**src/rtl/vis_pkg.sv**
```systemverilog
package vis_pkg;
  localparam int NUM_SREG  = 8;
  localparam int NUM_VREG  = 8;
  localparam int NUM_UNITS = 5;
  localparam int MEM_UNIT  = 4;

  typedef enum logic [1:0] {Q_VCMP = 2'd0, Q_VMEM = 2'd1, Q_SCL = 2'd2} queue_e;
  typedef enum logic [1:0] {U_ADD = 2'd0, U_MUL = 2'd1, U_DIV = 2'd2, U_PERM = 2'd3} unit_e;

  typedef struct packed {
    unit_e               unit;
    logic [NUM_SREG-1:0] s;
    logic [NUM_VREG-1:0] v;
  } vc_ent_t;

  typedef struct packed {
    logic [NUM_SREG-1:0] s;
    logic [NUM_VREG-1:0] v;
  } rs_ent_t;
endpackage

```
**src/rtl/vis_fifo.sv**
```systemverilog
module vis_fifo #(
  parameter int DEPTH = 4,
  parameter int W     = 16
) (
  input  logic         clk_i,
  input  logic         rst_ni,
  input  logic         push_i,
  input  logic [W-1:0] data_i,
  input  logic         pop_i,
  output logic [W-1:0] head_o,
  output logic         empty_o,
  output logic         full_o
);
  localparam int PW = (DEPTH > 1) ? $clog2(DEPTH) : 1;
  localparam int CW = $clog2(DEPTH + 1);
  localparam logic [PW-1:0] LAST = PW'(DEPTH - 1);

  logic [W-1:0]  mem_q [DEPTH];
  logic [PW-1:0] rd_q, wr_q;
  logic [CW-1:0] cnt_q;

  assign empty_o = (cnt_q == '0);
  assign full_o  = (cnt_q == CW'(DEPTH));
  assign head_o  = mem_q[rd_q];

  always_ff @(posedge clk_i) begin
    if (push_i) mem_q[wr_q] <= data_i;
  end

  always_ff @(posedge clk_i or negedge rst_ni) begin
    if (!rst_ni) begin
      rd_q  <= '0;
      wr_q  <= '0;
      cnt_q <= '0;
    end else begin
      if (push_i) wr_q <= (wr_q == LAST) ? '0 : wr_q + 1'b1;
      if (pop_i)  rd_q <= (rd_q == LAST) ? '0 : rd_q + 1'b1;
      case ({push_i, pop_i})
        2'b10:   cnt_q <= cnt_q + 1'b1;
        2'b01:   cnt_q <= cnt_q - 1'b1;
        default: cnt_q <= cnt_q;
      endcase
    end
  end

  AST_NO_OVERFLOW: assert property (@(posedge clk_i) disable iff (!rst_ni)
    push_i |-> (cnt_q < CW'(DEPTH)));
  AST_NO_UNDERFLOW: assert property (@(posedge clk_i) disable iff (!rst_ni)
    pop_i |-> (cnt_q != '0));
endmodule

```
**src/rtl/vis_unit_track.sv**
```systemverilog
module vis_unit_track
  import vis_pkg::*;
(
  input  logic                                 clk_i,
  input  logic                                 rst_ni,
  input  logic [NUM_UNITS-1:0]                 start_i,
  input  logic [NUM_UNITS-1:0][NUM_SREG-1:0]   start_s_i,
  input  logic [NUM_UNITS-1:0][NUM_VREG-1:0]   start_v_i,
  input  logic [NUM_UNITS-1:0]                 done_i,
  output logic [NUM_UNITS-1:0]                 occ_o,
  output logic [NUM_SREG-1:0]                  clr_s_o,
  output logic [NUM_VREG-1:0]                  clr_v_o
);
  logic [NUM_UNITS-1:0]               occ_q;
  logic [NUM_UNITS-1:0]               fin;
  logic [NUM_UNITS-1:0][NUM_SREG-1:0] hold_s_q;
  logic [NUM_UNITS-1:0][NUM_VREG-1:0] hold_v_q;

  // completion only counts for a unit that holds an instruction
  assign fin   = done_i & occ_q;
  assign occ_o = occ_q;

  for (genvar u = 0; u < NUM_UNITS; u++) begin : g_unit
    always_ff @(posedge clk_i or negedge rst_ni) begin
      if (!rst_ni) begin
        occ_q[u]    <= 1'b0;
        hold_s_q[u] <= '0;
        hold_v_q[u] <= '0;
      end else if (start_i[u]) begin
        occ_q[u]    <= 1'b1;
        hold_s_q[u] <= start_s_i[u];
        hold_v_q[u] <= start_v_i[u];
      end else if (fin[u]) begin
        occ_q[u]    <= 1'b0;
        hold_s_q[u] <= '0;
        hold_v_q[u] <= '0;
      end
    end

    AST_START_IDLE: assert property (@(posedge clk_i) disable iff (!rst_ni)
      start_i[u] |-> !occ_q[u]);
  end

  always_comb begin
    clr_s_o = '0;
    clr_v_o = '0;
    for (int u = 0; u < NUM_UNITS; u++) begin
      if (fin[u]) begin
        clr_s_o |= hold_s_q[u];
        clr_v_o |= hold_v_q[u];
      end
    end
  end
endmodule

```
**src/rtl/vis_busy_board.sv**
```systemverilog
module vis_busy_board #(
  parameter int N = 8
) (
  input  logic         clk_i,
  input  logic         rst_ni,
  input  logic [N-1:0] set_i,
  input  logic [N-1:0] clr_i,
  output logic [N-1:0] busy_o
);
  logic [N-1:0] busy_q;

  always_ff @(posedge clk_i or negedge rst_ni) begin
    if (!rst_ni) busy_q <= '0;
    else         busy_q <= (busy_q & ~clr_i) | set_i;
  end

  assign busy_o = busy_q;

  AST_CLR_ONLY_BUSY: assert property (@(posedge clk_i) disable iff (!rst_ni)
    (clr_i & ~busy_q) == '0);
  AST_SET_ONLY_FREE: assert property (@(posedge clk_i) disable iff (!rst_ni)
    (set_i & busy_q) == '0);
endmodule

```
**src/rtl/vec_issue_sb.sv**
```systemverilog
module vec_issue_sb
  import vis_pkg::*;
#(
  parameter int CMP_DEPTH = 4,
  parameter int MEM_DEPTH = 2
) (
  input  logic                 clk_i,
  input  logic                 rst_ni,
  input  logic                 dec_valid_i,
  input  logic                 dec_halt_i,
  input  logic [1:0]           dec_queue_i,
  input  logic [1:0]           dec_unit_i,
  input  logic [NUM_SREG-1:0]  dec_sregs_i,
  input  logic [NUM_VREG-1:0]  dec_vregs_i,
  output logic                 dec_accept_o,
  output logic                 fetch_hold_o,
  output logic                 halted_o,
  output logic                 vc_issue_o,
  output logic [1:0]           vc_unit_o,
  output logic                 vm_issue_o,
  output logic                 sc_issue_o,
  input  logic [NUM_UNITS-1:0] unit_done_i,
  output logic [NUM_SREG-1:0]  sreg_busy_o,
  output logic [NUM_VREG-1:0]  vreg_busy_o,
  output logic                 idle_o
);
  localparam int VC_W = $bits(vc_ent_t);
  localparam int RS_W = $bits(rs_ent_t);

  logic    halted_q, q_room, hazard, accept;
  logic    vc_empty, vc_full, vm_empty, vm_full, sc_empty, sc_full;
  vc_ent_t vc_in, vc_head;
  rs_ent_t rs_in, vm_head, sc_head;
  logic    [NUM_UNITS-1:0] occ, start;
  logic    [NUM_UNITS-1:0][NUM_SREG-1:0] st_s;
  logic    [NUM_UNITS-1:0][NUM_VREG-1:0] st_v;
  logic    [NUM_SREG-1:0] u_clr_s, s_set, s_clr;
  logic    [NUM_VREG-1:0] u_clr_v, v_set, v_clr;

  always_comb begin
    case (queue_e'(dec_queue_i))
      Q_VCMP:  q_room = !vc_full;
      Q_VMEM:  q_room = !vm_full;
      Q_SCL:   q_room = !sc_full;
      default: q_room = 1'b0;
    endcase
  end

  assign hazard       = |(dec_sregs_i & sreg_busy_o) | |(dec_vregs_i & vreg_busy_o);
  assign accept       = dec_valid_i && !dec_halt_i && !halted_q && q_room && !hazard;
  assign dec_accept_o = accept;
  assign fetch_hold_o = halted_q || (dec_valid_i && !accept);
  assign halted_o     = halted_q;

  always_ff @(posedge clk_i or negedge rst_ni) begin
    if (!rst_ni)                         halted_q <= 1'b0;
    else if (dec_valid_i && dec_halt_i)  halted_q <= 1'b1;
  end

  assign vc_in = '{unit: unit_e'(dec_unit_i), s: dec_sregs_i, v: dec_vregs_i};
  assign rs_in = '{s: dec_sregs_i, v: dec_vregs_i};

  assign vc_issue_o = !vc_empty && !occ[vc_head.unit];
  assign vc_unit_o  = vc_head.unit;
  assign vm_issue_o = !vm_empty && !occ[MEM_UNIT];
  assign sc_issue_o = !sc_empty;

  vis_fifo #(.DEPTH(CMP_DEPTH), .W(VC_W)) u_vc_q (
    .clk_i, .rst_ni,
    .push_i (accept && dec_queue_i == Q_VCMP),
    .data_i (vc_in),
    .pop_i  (vc_issue_o),
    .head_o (vc_head),
    .empty_o(vc_empty),
    .full_o (vc_full)
  );

  vis_fifo #(.DEPTH(MEM_DEPTH), .W(RS_W)) u_vm_q (
    .clk_i, .rst_ni,
    .push_i (accept && dec_queue_i == Q_VMEM),
    .data_i (rs_in),
    .pop_i  (vm_issue_o),
    .head_o (vm_head),
    .empty_o(vm_empty),
    .full_o (vm_full)
  );

  // scalar queue reuses the compute depth limit
  vis_fifo #(.DEPTH(CMP_DEPTH), .W(RS_W)) u_sc_q (
    .clk_i, .rst_ni,
    .push_i (accept && dec_queue_i == Q_SCL),
    .data_i (rs_in),
    .pop_i  (sc_issue_o),
    .head_o (sc_head),
    .empty_o(sc_empty),
    .full_o (sc_full)
  );

  for (genvar u = 0; u < NUM_UNITS; u++) begin : g_start
    if (u == MEM_UNIT) begin : g_mem
      assign start[u] = vm_issue_o;
      assign st_s[u]  = vm_head.s;
      assign st_v[u]  = vm_head.v;
    end else begin : g_cmp
      assign start[u] = vc_issue_o && (vc_head.unit == unit_e'(u));
      assign st_s[u]  = vc_head.s;
      assign st_v[u]  = vc_head.v;
    end
  end

  vis_unit_track u_track (
    .clk_i, .rst_ni,
    .start_i  (start),
    .start_s_i(st_s),
    .start_v_i(st_v),
    .done_i   (unit_done_i),
    .occ_o    (occ),
    .clr_s_o  (u_clr_s),
    .clr_v_o  (u_clr_v)
  );

  assign s_set = accept ? dec_sregs_i : '0;
  assign v_set = accept ? dec_vregs_i : '0;
  assign s_clr = u_clr_s | (sc_issue_o ? sc_head.s : '0);
  assign v_clr = u_clr_v | (sc_issue_o ? sc_head.v : '0);

  vis_busy_board #(.N(NUM_SREG)) u_sbusy (
    .clk_i, .rst_ni, .set_i(s_set), .clr_i(s_clr), .busy_o(sreg_busy_o)
  );

  vis_busy_board #(.N(NUM_VREG)) u_vbusy (
    .clk_i, .rst_ni, .set_i(v_set), .clr_i(v_clr), .busy_o(vreg_busy_o)
  );

  assign idle_o = vc_empty && vm_empty && sc_empty && (occ == '0)
                  && (sreg_busy_o == '0) && (vreg_busy_o == '0);

  AST_BUSY_SET: assert property (@(posedge clk_i) disable iff (!rst_ni)
    accept |=> ((sreg_busy_o & $past(dec_sregs_i)) == $past(dec_sregs_i))
            && ((vreg_busy_o & $past(dec_vregs_i)) == $past(dec_vregs_i)));
  AST_SCL_CLEARS: assert property (@(posedge clk_i) disable iff (!rst_ni)
    sc_issue_o |=> (sreg_busy_o & $past(sc_head.s)) == '0);
  AST_HALT_STICKY: assert property (@(posedge clk_i) disable iff (!rst_ni)
    halted_o |=> halted_o);
  AST_HALT_REFUSE: assert property (@(posedge clk_i) disable iff (!rst_ni)
    halted_o |-> !dec_accept_o);
endmodule

```
**config.mk**
```make
export PLATFORM = sky130hd
export DESIGN_NAME = vec_issue_sb
export DESIGN_NICKNAME = d
export VERILOG_FILES = /design/src/rtl/vis_pkg.sv /design/src/rtl/vis_fifo.sv /design/src/rtl/vis_unit_track.sv /design/src/rtl/vis_busy_board.sv /design/src/rtl/vec_issue_sb.sv
export SDC_FILE = /design/constraint.sdc
export NUM_CORES = 1
export LEC_CHECK = 0
export BUFFER_PORTS_ARGS = -buffer_cell sky130_fd_sc_hd__buf_2
export CORE_MARGIN = 2
export CORE_UTILIZATION = 30
export DETAILED_ROUTE_END_ITERATION = 12
export GPL_TIMING_DRIVEN = 1
export SLEW_MARGIN = 0
export SYNTH_ARGS = -nofsm -noshare
export SYNTH_HDL_FRONTEND = slang
export SYNTH_SLANG_ARGS = --single-unit
export TNS_END_PERCENT = 5
```
**constraint.sdc**
```tcl
create_clock -name clk_i -period 2.46 [get_ports clk_i]
set_input_delay 0.123 -clock clk_i [delete_from_list [all_inputs] [get_ports clk_i]]
set_output_delay 0.123 -clock clk_i [all_outputs]
set_load 0.02 [all_outputs]
```
==> impl_results.md <==
* Status: finished, violations left
* Failing checks: setup timing
* Critical path class: register to register
* Final wirelength at 32.4 mm
* Drt pass-1 iters at 5
* Share of cells above drive strength 1 at 0.245
* RSZ-0062 raised after global routing: yes
* Worst skew pair latency at 0.55 ns
* Pwr Density at 1050 mW/mm2
* DR vias at 7711
* # Max-Cap Violations at 0
* Port Buffers at 53
* Number of fill cells at 3648
* Area growth syn-to-layout at 23.8%
* DRC violations left at 0
* Netlist cell types at 41
* Slew @ Worst Pin at 0.906 ns
* Largest net degree at the start of global routing at 47
* Final Cell Area at 0.0147 mm2
* Die X at 203 um
* WL per Instance at 21.0 um
* Slew HR at 0.396
* Setup TNS at -0.0748 ns
* Die area at 0.0411 mm2
* Syn Inst Count at 847
* Post-synthesis sequential area ratio at 0.679
* TritonCTS buffer count at 30
* Power Total at 0.0155 W
* Routed Antenna Nets at 0
* Iteration-0 DRC count of the detailed router at 766
* Beginning of the worst hold path: dec_sregs_i[0]
* Clock skew at 0.00964 ns
* Lkg Pwr at 5.77 nW
* Post-synth design cell area at 0.0119 mm2
* Crit path capture type: register
* # rows at 72
* Required @ worst endpoint at 2.94 ns
* Final setup fails at 1
* Antenna Diode Count at 0
* Worst path arrival time at 3.01 ns
* DPL Wire Length at 22.0 mm
* Overflow after GRT at 0
* I/O Pins at 54
* Clock sinks at 288
* VDD IR max at 0.602 mV
* Initial antenna violation count at 0
* Finished Core Util at 0.378
* Worst setup margin at -0.0748 ns
* Critical Path Fanout Max at 2
* Vias per cell at 5.02
* Final period utilization at 1.03
* Area post-placement at 0.0134 mm2
* Final #Nets at 1039
* Number of global-route vias before repair at 7644
* Synth warn at 0
* First-pass GRT wire length at 49.1 mm
* Critical path startpoint: u_vc_q.rd_q[0]
* Clock-pin slew on the worst setup and hold paths at 0.06 ns
* Startpoint Class: register
* Min-delay worst type: primary input to register
* CTS tree: yes
* GRT Util Overall at 0.159
* Core ar. at 0.0388 mm2
* Max-slew violations at 0
* Die Height at 203 um
* Max Clock Freq at 0.395 GHz
* Post-route minimum period at 2.53 ns
* Initial Utilization at 0.305
* Clock Root Buffer: clkbuf_16
* Hold Slack at 0.0198 ns
* Fin. Hold Viols at 0
* Net Count, Synth at 891
* Avg Inst Size Synth at 14.0 um2
* H-tree levels at 1
* Reg2reg start: u_vc_q.rd_q[0]
* Clk buf depth at 3
* Flops & latches, synth at 288
* Gpl congestion at 0.808
path summary, 6_finish.rpt:
path                                 endpoint  slack, ns  cells past startpoint
max reg2reg                   u_vc_q.cnt_q[2]      -0.07                     10
max                           u_vc_q.cnt_q[2]      -0.07                     10
max in group asynchronous     u_vc_q.cnt_q[2]       1.59                      3
min in group asynchronous      u_sc_q.rd_q[1]       0.12                      2
min                        u_sc_q.mem_q[2][8]       0.02                      2
min reg2reg                       u_vm_q.wr_q       0.49                      1
critical path: stages (launching register included):
cell and delay [ns]:
dfrtp_1 0.38, mux4_2 0.54, mux2i_1 0.17, nor2_1 0.09, a311oi_4 0.28, ha_2 0.25, inv_2 0.04, fa_2 0.32
xor2_1 0.14, nor2_1 0.11, xor2_1 0.14
cells by family (layout without fill, tap and decap cells):
group | Yosys count | after routing | synth area share
muxes | 80 | 80 | 0.103
AOI/OAI and AO/OA | 162 | 162 | 0.0827
and+or+nand+nor | 228 | 228 | 0.0880
DFF | 288 | 288 | 0.679
adders and majority gates | 15 | 15 | 0.0171
buffers and inverters | 63 | 235 | 0.0220
xor gates and xnor gates | 11 | 11 | 0.00813
layout by cell type (no fill, tap or decap), types with 14 or more instances in the layout:
master         netlist  routed
nand3_1             18      17
a21oi_1             16      16
o21ai_1             64      65
buf_2               16      49
a22oi_1             39      35
nand4_1             21      21
nand2_1            139     137
buf_4                1      84
inv_1               16      14
mux2i_1             38      38
mux4_2              33      33
dlygate4sd3_1        0      17
o21ai_0             18      17
dfrtp_1            120     120
edfxtp_1           168     168
a21o_1              20      20
clkbuf_16            0      31
Yosys cell counts:
master	count	share of area
or3_1	2	0.0011
mux2_2	5	0.0047
dfrtp_1	120	0.25
nand3_1	18	0.0076
nor3_1	3	0.0013
a311oi_2	1	0.0013
nand2b_1	1	0.00053
xnor2_1	7	0.0052
o31ai_1	1	0.00063
buf_1	3	0.00095
a22oi_1	39	0.025
inv_2	1	0.00032
buf_2	16	0.0068
and3_1	10	0.0053
nor4_1	7	0.0037
or2_1	1	0.00053
a21o_1	20	0.013
clkbuf_1	26	0.0082
nor4b_1	1	0.00074
a222oi_1	1	0.00084
fa_1	2	0.0034
nor2_1	12	0.0038
xor2_1	4	0.0030
and2_1	5	0.0026
o21bai_1	2	0.0013
edfxtp_1	168	0.43
o21ai_1	64	0.027
nor2_4	1	0.00095
mux4_2	33	0.063
nor2b_1	3	0.0016
ha_1	13	0.014
buf_4	1	0.00063
a21oi_1	16	0.0068
nor3_2	3	0.0025
inv_1	16	0.0051
mux2_1	4	0.0038
mux2i_1	38	0.032
nand2_1	139	0.044
nand4_1	21	0.011
nand4b_1	1	0.00074
o21ai_0	18	0.0076
state kept, by name, indices dropped and copies added (netlist names):
signal            cells
u_vm_q.wr_q           1
u_sc_q.wr_q           2
u_track.occ_o         5
u_vc_q.wr_q           2
u_track.hold_s_q     40
u_vc_q.mem_q         72
u_track.hold_v_q     40
u_sc_q.mem_q         64
u_vc_q.cnt_q          3
u_vc_q.rd_q           2
u_vbusy.busy_o        8
u_sc_q.rd_q           2
u_sc_q.cnt_q          3
halted_o              1
u_vm_q.rd_q           1
u_vm_q.mem_q         32
u_vm_q.cnt_q          2
u_sbusy.busy_o        8
power by group:
part | switching (W) | leakage (nW) | internal, W
clock network | 0.00185 | 0.467 | 0.00259
registers | 0.000576 | 3.06 | 0.00583
logic | 0.00263 | 2.24 | 0.00199
total | 0.00505 | 5.77 | 0.0104
stage by stage:
stage | setup slack, ns | instances
after floorplan | -0.413 | 847
after global placement | -0.113 | 1460
after detailed placement | -0.138 | 1460
after CTS | -0.0837 | 1536
after global routing | -0.231 | 1537
final | -0.0748 | 1537
routing by layer:
layer / routed length (um) / track usage / vias to the layer above
met5: 0 / 0 / -
met4: 739 / 0.0459 / 0
li1: - / - / 3467
met1: 14400 / 0.228 / 3941
met2: 15200 / 0.251 / 254
met3: 1960 / 0.0255 / 49
what timing repair did:
action,in CTS,in global routing
hold buffers,17,0
buffers inserted,4,2
gates resized for setup,9,14
pin swaps,7,7
endpoints found under the setup margin,8,170
endpoints found under the hold margin,140,0
layout make-up:
class                   count  area [um2]  share of cell area
flip-flops and latches    288        8050               0.548
well taps                 518         648              0.0441
clock inverters            17         136             0.00929
multi-input cells         496        3670               0.250
repair buffers            162        1280              0.0870
inverters                  17        63.8             0.00435
clock buffers              39         836              0.0569
Note: power is estimated with default switching activity, not from simulation.
